$ cat src/rtl/tlb_pkg.sv
package tlb_pkg;

  // Mask with the lowest n bits set (n saturates at 64).
  function automatic logic [63:0] low_ones(int unsigned n);
    logic [63:0] r;
    r = '0;
    for (int i = 0; i < 64; i++)
      if (i < n) r[i] = 1'b1;
    return r;
  endfunction

  // Effective region exponent: size codes above the limit count as the limit.
  function automatic int unsigned eff_log(int unsigned code, int unsigned max_log);
    return (code > max_log) ? max_log : code;
  endfunction

endpackage

$ cat src/rtl/tlb_match.sv
module tlb_match #(
  parameter int ASID_W  = 8,
  parameter int VPN_W   = 20,
  parameter int SZ_W    = 4,
  parameter int MAX_LOG = 8
) (
  input  logic              occ,
  input  logic [ASID_W-1:0] e_asid,
  input  logic [VPN_W-1:0]  e_vpn,
  input  logic [SZ_W-1:0]   e_size,
  input  logic [ASID_W-1:0] lk_asid,
  input  logic [VPN_W-1:0]  lk_vpn,
  output logic              match
);
  logic [VPN_W-1:0] keep;

  assign keep  = ~VPN_W'(tlb_pkg::low_ones(tlb_pkg::eff_log(int'(e_size), MAX_LOG)));
  assign match = occ && (e_asid == lk_asid) && (((e_vpn ^ lk_vpn) & keep) == '0);
endmodule

$ cat src/rtl/tlb_prio.sv
module tlb_prio #(
  parameter int N     = 4,
  parameter int IDX_W = 2
) (
  input  logic [N-1:0]     req,
  output logic [IDX_W-1:0] idx,
  output logic             any
);
  always_comb begin
    idx = '0;
    for (int i = N - 1; i >= 0; i--)
      if (req[i]) idx = IDX_W'(i);
  end
  assign any = |req;
endmodule

$ cat src/rtl/tlb_xlate.sv
module tlb_xlate #(
  parameter int NUM_ENT = 4,
  parameter int ASID_W  = 8,
  parameter int VPN_W   = 20,
  parameter int PPN_W   = 20,
  parameter int MAX_LOG = 8,
  localparam int SZ_W   = $clog2(MAX_LOG + 1)
) (
  input  logic              clk,
  input  logic              rst_n,
  input  logic              lk_valid,
  input  logic [ASID_W-1:0] lk_asid,
  input  logic [VPN_W-1:0]  lk_vpn,
  input  logic              lk_write,
  input  logic              rf_en,
  input  logic [ASID_W-1:0] rf_asid,
  input  logic [VPN_W-1:0]  rf_vpn,
  input  logic [PPN_W-1:0]  rf_ppn,
  input  logic [SZ_W-1:0]   rf_size,
  input  logic              rf_present,
  input  logic              rf_writable,
  input  logic              fl_all,
  input  logic              fl_asid_en,
  input  logic [ASID_W-1:0] fl_asid,
  output logic              rsp_valid,
  output logic              rsp_hit,
  output logic              rsp_miss,
  output logic              rsp_pgflt,
  output logic              rsp_prot,
  output logic              rsp_multi,
  output logic [PPN_W-1:0]  rsp_ppn
);
  localparam int IDX_W = (NUM_ENT > 1) ? $clog2(NUM_ENT) : 1;
  localparam logic [IDX_W-1:0] LAST = IDX_W'(NUM_ENT - 1);

  // slot storage
  logic [NUM_ENT-1:0] occ_q, pres_q, wrok_q;
  logic [ASID_W-1:0]  asid_q [NUM_ENT];
  logic [VPN_W-1:0]   vpn_q  [NUM_ENT];
  logic [PPN_W-1:0]   ppn_q  [NUM_ENT];
  logic [SZ_W-1:0]    size_q [NUM_ENT];
  logic [IDX_W-1:0]   rr_q;

  // named internal events
  logic [NUM_ENT-1:0] hit_vec;
  logic [IDX_W-1:0]   hit_idx, free_idx, victim_idx;
  logic               hit_any, free_any, hit_multi;
  logic               ev_pgflt, ev_prot, ev_hit;
  logic [PPN_W-1:0]   xl_ppn;
  logic [PPN_W-1:0]   low_mask;

  for (genvar g = 0; g < NUM_ENT; g++) begin : g_cmp
    tlb_match #(.ASID_W(ASID_W), .VPN_W(VPN_W), .SZ_W(SZ_W), .MAX_LOG(MAX_LOG)) u_m (
      .occ    (occ_q[g]),
      .e_asid (asid_q[g]),
      .e_vpn  (vpn_q[g]),
      .e_size (size_q[g]),
      .lk_asid(lk_asid),
      .lk_vpn (lk_vpn),
      .match  (hit_vec[g])
    );
  end

  tlb_prio #(.N(NUM_ENT), .IDX_W(IDX_W)) u_hit_sel (
    .req(hit_vec), .idx(hit_idx), .any(hit_any)
  );

  tlb_prio #(.N(NUM_ENT), .IDX_W(IDX_W)) u_free_sel (
    .req(~occ_q), .idx(free_idx), .any(free_any)
  );

  assign victim_idx = free_any ? free_idx : rr_q;
  assign hit_multi  = (hit_vec & (hit_vec - NUM_ENT'(1))) != '0;

  assign ev_pgflt = hit_any && !pres_q[hit_idx];
  assign ev_prot  = hit_any && pres_q[hit_idx] && lk_write && !wrok_q[hit_idx];
  assign ev_hit   = hit_any && !ev_pgflt && !ev_prot;

  assign low_mask = PPN_W'(tlb_pkg::low_ones(tlb_pkg::eff_log(int'(size_q[hit_idx]), MAX_LOG)));
  assign xl_ppn   = (ppn_q[hit_idx] & ~low_mask) | (PPN_W'(lk_vpn) & low_mask);

  // slot state: flushes take precedence over a refill
  always_ff @(posedge clk or negedge rst_n) begin
    if (!rst_n) begin
      occ_q <= '0;
      rr_q  <= '0;
    end else if (fl_all) begin
      occ_q <= '0;
    end else if (fl_asid_en) begin
      for (int i = 0; i < NUM_ENT; i++)
        if (asid_q[i] == fl_asid) occ_q[i] <= 1'b0;
    end else if (rf_en) begin
      occ_q[victim_idx] <= 1'b1;
      if (!free_any) rr_q <= (rr_q == LAST) ? '0 : rr_q + 1'b1;
    end
  end

  always_ff @(posedge clk) begin
    if (rf_en && !fl_all && !fl_asid_en) begin
      asid_q[victim_idx] <= rf_asid;
      vpn_q[victim_idx]  <= rf_vpn;
      ppn_q[victim_idx]  <= rf_ppn;
      size_q[victim_idx] <= rf_size;
      pres_q[victim_idx] <= rf_present;
      wrok_q[victim_idx] <= rf_writable;
    end
  end

  // registered response
  always_ff @(posedge clk or negedge rst_n) begin
    if (!rst_n) begin
      rsp_valid <= 1'b0;
      rsp_hit   <= 1'b0;
      rsp_miss  <= 1'b0;
      rsp_pgflt <= 1'b0;
      rsp_prot  <= 1'b0;
      rsp_multi <= 1'b0;
      rsp_ppn   <= '0;
    end else begin
      rsp_valid <= lk_valid;
      rsp_hit   <= lk_valid && ev_hit;
      rsp_miss  <= lk_valid && !hit_any;
      rsp_pgflt <= lk_valid && ev_pgflt;
      rsp_prot  <= lk_valid && ev_prot;
      rsp_multi <= lk_valid && hit_multi;
      rsp_ppn   <= (lk_valid && ev_hit) ? xl_ppn : '0;
    end
  end
endmodule

$ cat config.mk
export PLATFORM = sky130hd
export DESIGN_NAME = tlb_xlate
export DESIGN_NICKNAME = d
export VERILOG_FILES = /design/src/rtl/tlb_pkg.sv /design/src/rtl/tlb_match.sv /design/src/rtl/tlb_prio.sv /design/src/rtl/tlb_xlate.sv
export SDC_FILE = /design/constraint.sdc
export NUM_CORES = 1
export LEC_CHECK = 0
export ABC_CLOCK_PERIOD_IN_PS = 4550
export BUFFER_PORTS_ARGS = -buffer_cell sky130_fd_sc_hd__buf_2
export CORE_MARGIN = 2
export CORE_UTILIZATION = 45
export DETAILED_ROUTE_END_ITERATION = 8
export PLACE_DENSITY = 0.66
export RECOVER_POWER = 50
export SLEW_MARGIN = 20
export SYNTH_ARGS = -nofsm -noshare
export SYNTH_HDL_FRONTEND = slang
export SYNTH_SLANG_ARGS = --single-unit
$ cat constraint.sdc
create_clock -name clk -period 4.55 [get_ports clk]
set_input_delay 0.91 -clock clk [delete_from_list [all_inputs] [get_ports clk]]
set_output_delay 0.91 -clock clk [all_outputs]
set_load 0.01 [all_outputs]
== Word level (Yosys, flattened, before mapping) ==
Memories as Yosys holds them, arrays and structs flattened.
Index checks and enable logic that the tools add are counted.

* Logic and storage cells: 338
* Flip-flop bits (word level): 40
* Memories: 4
* Output and inout bits: 26
* Bits in writable memories: 208

{| class="wikitable"
|+ Memory list
! memory !! words !! width !! read ports !! clocked after Yosys merged registers in !! write ports !! RTL line !! source
|-
| ppn_q || 4 || 20 || 1 || 0 || 1 || tlb_xlate.sv:40 || <nowiki>logic [PPN_W-1:0] ppn_q [NUM_ENT];</nowiki>
|-
| vpn_q || 4 || 20 || 4 || 0 || 1 || tlb_xlate.sv:39 || <nowiki>logic [VPN_W-1:0] vpn_q [NUM_ENT];</nowiki>
|-
| asid_q || 4 || 8 || 4 || 0 || 1 || tlb_xlate.sv:38 || <nowiki>logic [ASID_W-1:0] asid_q [NUM_ENT];</nowiki>
|-
| size_q || 4 || 4 || 5 || 0 || 1 || tlb_xlate.sv:41 || <nowiki>logic [SZ_W-1:0] size_q [NUM_ENT];</nowiki>
|}

* Add/subtract/negate cells: 2
* Equality and inequality tests: 13
* Bitwise gates (word level): 22
* Reductions and logical operators: 42
* Mux-type cells: 133
* Order comparisons: 108

{| class="wikitable"
|+ Operator list
! cell !! count
|-
| $lt A4 B32 Y1 const A || 32
|-
| $lt A3 B32 Y1 const A || 16
|-
| $lt A5 B32 Y1 const A || 16
|-
| $lt A1 B32 Y1 const A || 8
|-
| $lt A2 B32 Y1 const A || 8
|-
| $and A20 B20 Y20 || 6
|-
| $mux W1 || 109
|-
| $not A20 Y20 || 5
|-
| $logic_not A20 Y1 || 4
|-
| $xor A20 B20 Y20 || 4
|-
| $eq A8 B8 Y1 || 8
|-
| $lt A4 B4 Y1 const A || 8
|-
| $mux W4 || 8
|-
| $logic_and A1 B1 Y1 || 22
|-
| $gt A4 B4 Y1 const B || 5
|-
| $lt A5 B4 Y1 const A || 4
|-
| $mux W2 || 10
|-
| $mux W20 || 1
|-
| $or A20 B20 Y20 || 1
|-
| $lt A3 B4 Y1 const A || 4
|-
| $ne A3 B2 Y1 const B || 4
|-
| $bwmux W4 || 2
|-
| $lt A1 B4 Y1 const A || 2
|-
| $lt A2 B4 Y1 const A || 2
|-
| other kinds (17) || 31
|}

== Logic depth before layout (Yosys ltp) ==
An unclocked memory read counts as a cell.

* Word-level depth: 22
* Depth in mapped cells: 15

== Modules after synthesis ==
Synthesis repeated with hierarchy kept, for this count alone.

* Cells, all modules: 602
* Area, all modules: 10258.6 um2

{| class="wikitable"
|+ By module, submodules not included
! module !! times used !! area each (um2) !! cells an instance !! sequential area each (um2)
|-
| tlb_xlate || 1 || 8782.2 || 408 || 7287.0
|-
| tlb_match || 4 || 351.6 || 45 || 0.0
|-
| tlb_prio || 2 || 35.0 || 7 || 0.0
|}

== Least setup slack after synthesis ==
Ideal clock, no wire load.

* Path kind: input port to flip-flop
* From: input port rf_en
* To: memory asid_q[3][0], enable pin
* Setup slack: -0.229 ns
* Arrival: 4.294 ns
* Buffers on the path: 0
* Stages on the path: 3
* Path through: nor2b_1 -> or3b_2 -> a21oi_1

* Cells in the longest elaborated chain, start to end: 4

{| class="wikitable"
|+ RTL lines
! item !! RTL line !! source
|-
| from (decl) || tlb_xlate.sv:15 || <nowiki>input logic rf_en,</nowiki>
|-
| $logic_and A1 B1 Y1 (2 in series) || tlb_xlate.sv:99 || <nowiki>if (rf_en && !fl_all && !fl_asid_en) begin</nowiki>
|-
| $mux W1 || tlb_xlate.sv:99 ||
|-
| $mux W1 (not written as such) || tlb_xlate.sv:100 || <nowiki>asid_q[victim_idx] <= rf_asid;</nowiki>
|-
| to (decl) || tlb_xlate.sv:38 ||
|}

No other way between the ends.

== Worst setup path after layout ==
* From: input port lk_asid[5]
* To: register rsp_ppn[6]

* Cells in the longest elaborated chain, start to end: 16

{| class="wikitable"
|+ RTL lines
! item !! RTL line !! source
|-
| from (decl) || tlb_xlate.sv:12 || <nowiki>input logic [ASID_W-1:0] lk_asid,</nowiki>
|-
| $eq A8 B8 Y1 || tlb_match.sv:18 || <nowiki>assign match = occ && (e_asid == lk_asid) && (((e_vpn ^ lk_vpn) & keep) == '0);</nowiki>
|-
| $logic_and A1 B1 Y1 (2 in series) || tlb_match.sv:18 ||
|-
| $mux W2 (4 in series) || tlb_prio.sv:12 || <nowiki>if (req[i]) idx = IDX_W'(i);</nowiki>
|-
| $mem_v2 Z4 W4 / $bmux W1 S2 (equally long branches) || n/a ||
|-
| $gt A4 B4 Y1 / $mux W1 (equally long branches) || tlb_pkg.sv:14, tlb_xlate.sv:75, tlb_xlate.sv:76 ||
|-
| $mux W4 (tied with other cells) || tlb_pkg.sv:14 || <nowiki>return (code > max_log) ? max_log : code;</nowiki>
|-
| $lt A3 B4 Y1 (tied with other cells) || tlb_pkg.sv:8 || <nowiki>if (i < n) r[i] = 1'b1;</nowiki>
|-
| $mux W1 (tied with other cells) || tlb_pkg.sv:8 ||
|-
| $not A20 Y20 (tied with other cells) || tlb_xlate.sv:80 || <nowiki>assign xl_ppn = (ppn_q[hit_idx] & ~low_mask) | (PPN_W'(lk_vpn) & low_mask);</nowiki>
|-
| $and A20 B20 Y20 / $logic_and A1 B1 Y1 (equally long branches) || tlb_xlate.sv:80, tlb_xlate.sv:77 ||
|-
| $or A20 B20 Y20 / $logic_and A1 B1 Y1 (equally long branches) || tlb_xlate.sv:80, tlb_xlate.sv:126 ||
|-
| $mux W20 * || tlb_xlate.sv:126 || <nowiki>rsp_ppn <= (lk_valid && ev_hit) ? xl_ppn : '0;</nowiki>
|-
| to (signal assigned) || tlb_xlate.sv:126 ||
|-
| to (decl) || tlb_xlate.sv:31 || <nowiki>output logic [PPN_W-1:0] rsp_ppn</nowiki>
|}

Every way passes the cells marked *; elsewhere a longest branch is shown, timed or not. The select of a mux whose other input is x is not followed.
A chain may end at the register's enable or synchronous reset.

==> summary.txt <==
Place
  • Dpl ws: 314.6 ps
  • Area post-placement: 0.01200 mm^2
  • Detailed placement HPWL: 18.68 mm
  • Gpl congestion: 0.8954
  • IO buf count: 122

Timing
  • TNS Setup: 0 ps
  • Final Critical Period: 3842 ps
  • Worst slew pin tran: approximately 2000 ps
  • Final period utilization: 84.44%
  • Fin. Hold Viols: 0
  • Finish-stage setup viols: 0
  • Fmax achieved: 260.3 MHz
  • Unrepaired setup endpoints after global routing: no
  • Setup ws final: 707.9 ps
  • Final clock skew: 14.84 ps
  • Slew Limit Fails: 33
  • Slew headroom: -36.18%
  • Worst hold margin: 558.7 ps

Pwr
  • Sw Share: 20.49%
  • Power share of the sequential group: 49.5%
  • Worst vdd ir: about 0.33 mV
  • Int Pwr: 4.038 mW
  • Clock share of power: 45.8%
  • Power Dens Cells: 394.5 mW/mm^2
  • Leakage power: 4.270 nW
  • Gate power share: under 10%
  • Sw Pwr: 1.041 mW

Final layout
  • Area occupied by multi-input gates: 0.003546 mm^2
  • Final instance area: between 0.01 and 0.015 mm^2
  • Fill cell count: 2,087
  • Area grow syn2layout: 17.40%
  • Sequential cell area: 0.007287 mm^2
  • Share of layout cells above drive strength 1: between 15 and 20%
  • # nets final: 972
  • Diode count: 0

Drt
  • Routed WL: ~26 mm
  • Routed vias: 6,692
  • First-pass DRT Iterations: 7
  • Post-DRT Antenna Nets: 0
  • # DRC: 0
  • Post-DR vias/cell: 5.494
  • Routed length per instance: 21.63 um
  • Initial DRC count: ~640

Synth
  • Ys flop type: edfxtp_1
  • Post-Synthesis Cell Area: approximately 0.011 mm^2
  • XOR/XNOR share of the synthesized area: roughly 12%
  • Simple-gate share of the synthesized area: roughly a tenth
  • Post-Synth Adder-Cell Area: 0.1141%
  • Count of cell types in the netlist: 73
  • Largest family of logic cells by synthesized area: XOR/XNOR gates
  • Yosys reg bits: 248
  • Syn Area/Cell: 14.86 um^2
  • Mux contribution to synthesized area: 3.320%
  • Synthesized net count: around 840
  • Seq/Total Area, Yosys: 66.45%
  • Post-synth EDFFs: 216
  • Ys Warns: 0
  • Syn Inst Count: between 700 and 800
  • Fraction of registers with async set/reset: 12.90%
  • Synth Area in Compound Gates: 6.982%

Setup path
  • CP Capture Type: flop
  • Worst-case reg-to-reg path depth: 10
  • Reg2reg end: rsp_ppn[6]
  • Flop-to-flop setup slack: 810 ps
  • RR Startpoint: asid_q[2][3]
  • Max FO, Critical Path: 17
  • Setup crit start kind: primary input
  • Data required, critical path: ~5000 ps
  • Worst Path Arrival: 4270 ps
  • Worst setup path category: primary input to flop

Global route
  • Total grt overflow: 0
  • First-pass GRT wire length: roughly 40 mm
  • GRT Total Usage: 20.61%
  • Pin count of the biggest net entering global routing: 38
  • Vias in the first global route: around 6,700
  • Initial antenna violation count: 1

Die
  • Core area: between 0.02 and 0.025 mm^2
  • Boundary Pins: approximately 120
  • Die height: 160.1 um
  • Starting Density: about 45%
  • Num rows: between 50 and 60
  • Die ar.: 0.02564 mm^2
  • Die Width: 160.1 um

Clock network
  • Sink Count: 248
  • Clock Latency Late Sink: 530 ps
  • CTS Hold Bufs: 0
  • Clk slew on worst S/H paths: ~60 ps
  • CTS root buffer: clkbuf_16
  • CTS HTree Levels: 1
  • Postcts setup bufs: 0
  • CTS tree: yes
  • CTS buffer count: 27
  • CTS resizes: 0
  • CTS Buffer Depth: 3

Hold path
  • Worst Hold Path Cells: 1
  • Hold path endpoint: rr_q[1]
  • Hold path start: rr_q[1]
  • Min-delay worst type: flop to flop

Run
  • Max-cap violations: 1

Run status
  • Status: finished with violations
  • Violations in the final reports: max-capacitance violations, max-slew violations
power groups by stage:
stage	Combinational [mW]	Clock (mW)	Sequential, mW
CTS	0.249	2.36	2.51
global placement	0.245	0	2.56
detailed placement	0.248	0	2.56
finish	0.243	2.32	2.51
floorplan	0.120	0	2.56
global route	0.265	2.46	2.51
how the worst max path moves through the flow:
stage	slack, ps	endpoint	from
6_report	710	rsp_ppn[6]	lk_asid[5]
5_1_grt	460	rsp_ppn[6]	lk_vpn[2]
4_1_cts	840	rsp_ppn[6]	lk_vpn[1]
3_5_place_dp	310	rsp_ppn[6]	lk_asid[5]
3_3_place_gp	330	rsp_ppn[6]	lk_asid[5]
2_1_floorplan	160	asid_q[2][0]	rf_en
kinds of logic after synthesis:
| group | count (synthesis) |
|---|---|
| compound gates | 97 |
| xor+xnor | 144 |
| mux | 36 |
| flops | 248 |
| simple gates | 177 |
| fa+ha+maj | 1 |
| buf+inv | 35 |
cell usage in the layout, fill, tap and decap left out, drive strengths merged, types with 7 or more instances in the layout:
master	instances
buf	69
a21oi	18
dfrtp	32
clkbuf	100
nor4	23
edfxtp	216
o21ai	17
nand2	28
a211oi	30
nor3	7
and2	19
mux2i	33
or4	9
xor2	65
nor2	21
nand3	22
inv	8
nand4	26
xnor2	79
layer usage:
| metal | wire length (um) | up-vias | track usage [%] |
|---|---|---|---|
| li1 | - | 3093 | - |
| met1 | 11630 | 3276 | 29.42 |
| met2 | 12270 | 276 | 32.88 |
| met3 | 1845 | 45 | 3.818 |
| met4 | 590 | 2 | 5.201 |
| met5 | 13 | - | 0 |
sequential cells by signal (all words and copies together) (netlist names):
signal,count
size_q,16
pres_q,4
asid_q,32
rsp_multi,1
rsp_prot,1
rr_q,2
rsp_valid,1
rsp_miss,1
rsp_hit,1
occ_q,4
wrok_q,4
rsp_ppn,20
rsp_pgflt,1
vpn_q,80
ppn_q,80
stage by stage:
step | total power, mW | cells | utilization, %
CTS | 5.118 | 1218 | 53.76
detailed placement | 2.807 | 1169 | 49.79
floorplan | 2.677 | 738 | -
finish | 5.079 | 1218 | 53.41
global route | 5.235 | 1218 | 53.41
global placement | 2.804 | 1169 | 49.79
synthesized netlist by cell type, types with 11 or more instances:
| cell type | count | area [um^2] |
|---|---|---|
| nor2_1 | 21 | 78.83 |
| edfxtp_1 | 216 | 6486 |
| and2_1 | 12 | 75.07 |
| nand3_1 | 21 | 105.1 |
| nand2_1 | 27 | 101.4 |
| xor2_1 | 65 | 569.3 |
| nand4_1 | 25 | 156.4 |
| xnor2_1 | 78 | 683.2 |
| dfrtp_1 | 32 | 800.8 |
| nor4_1 | 21 | 131.4 |
| o21ai_0 | 15 | 75.07 |
| a21oi_1 | 18 | 90.09 |
| a211oi_2 | 11 | 137.6 |
| clkbuf_1 | 11 | 41.29 |
| mux2i_1 | 33 | 330.3 |
| a211oi_1 | 18 | 135.1 |
cell type report:
class	count	share of cell area (%)
Tap cell	324	3.149
Clock inverter	16	1.934
Clock buffer	33	5.501
Sequential cell	248	56.60
Multi-Input combinational cell	455	27.54
Timing Repair Buffer	136	5.102
Inverter	6	0.1749
worst max-delay path, stage by stage:
cell and delay, ps:
buf_2 140, xor2_1 210, nor4_1 340, nand4_1 200, or4_1 660, a21oi_1 440, nor2_4 190, o211a_1 320
nor4b_1 490, o21ai_0 150, a21oi_1 210
Note: power is estimated with default switching activity, not from simulation.
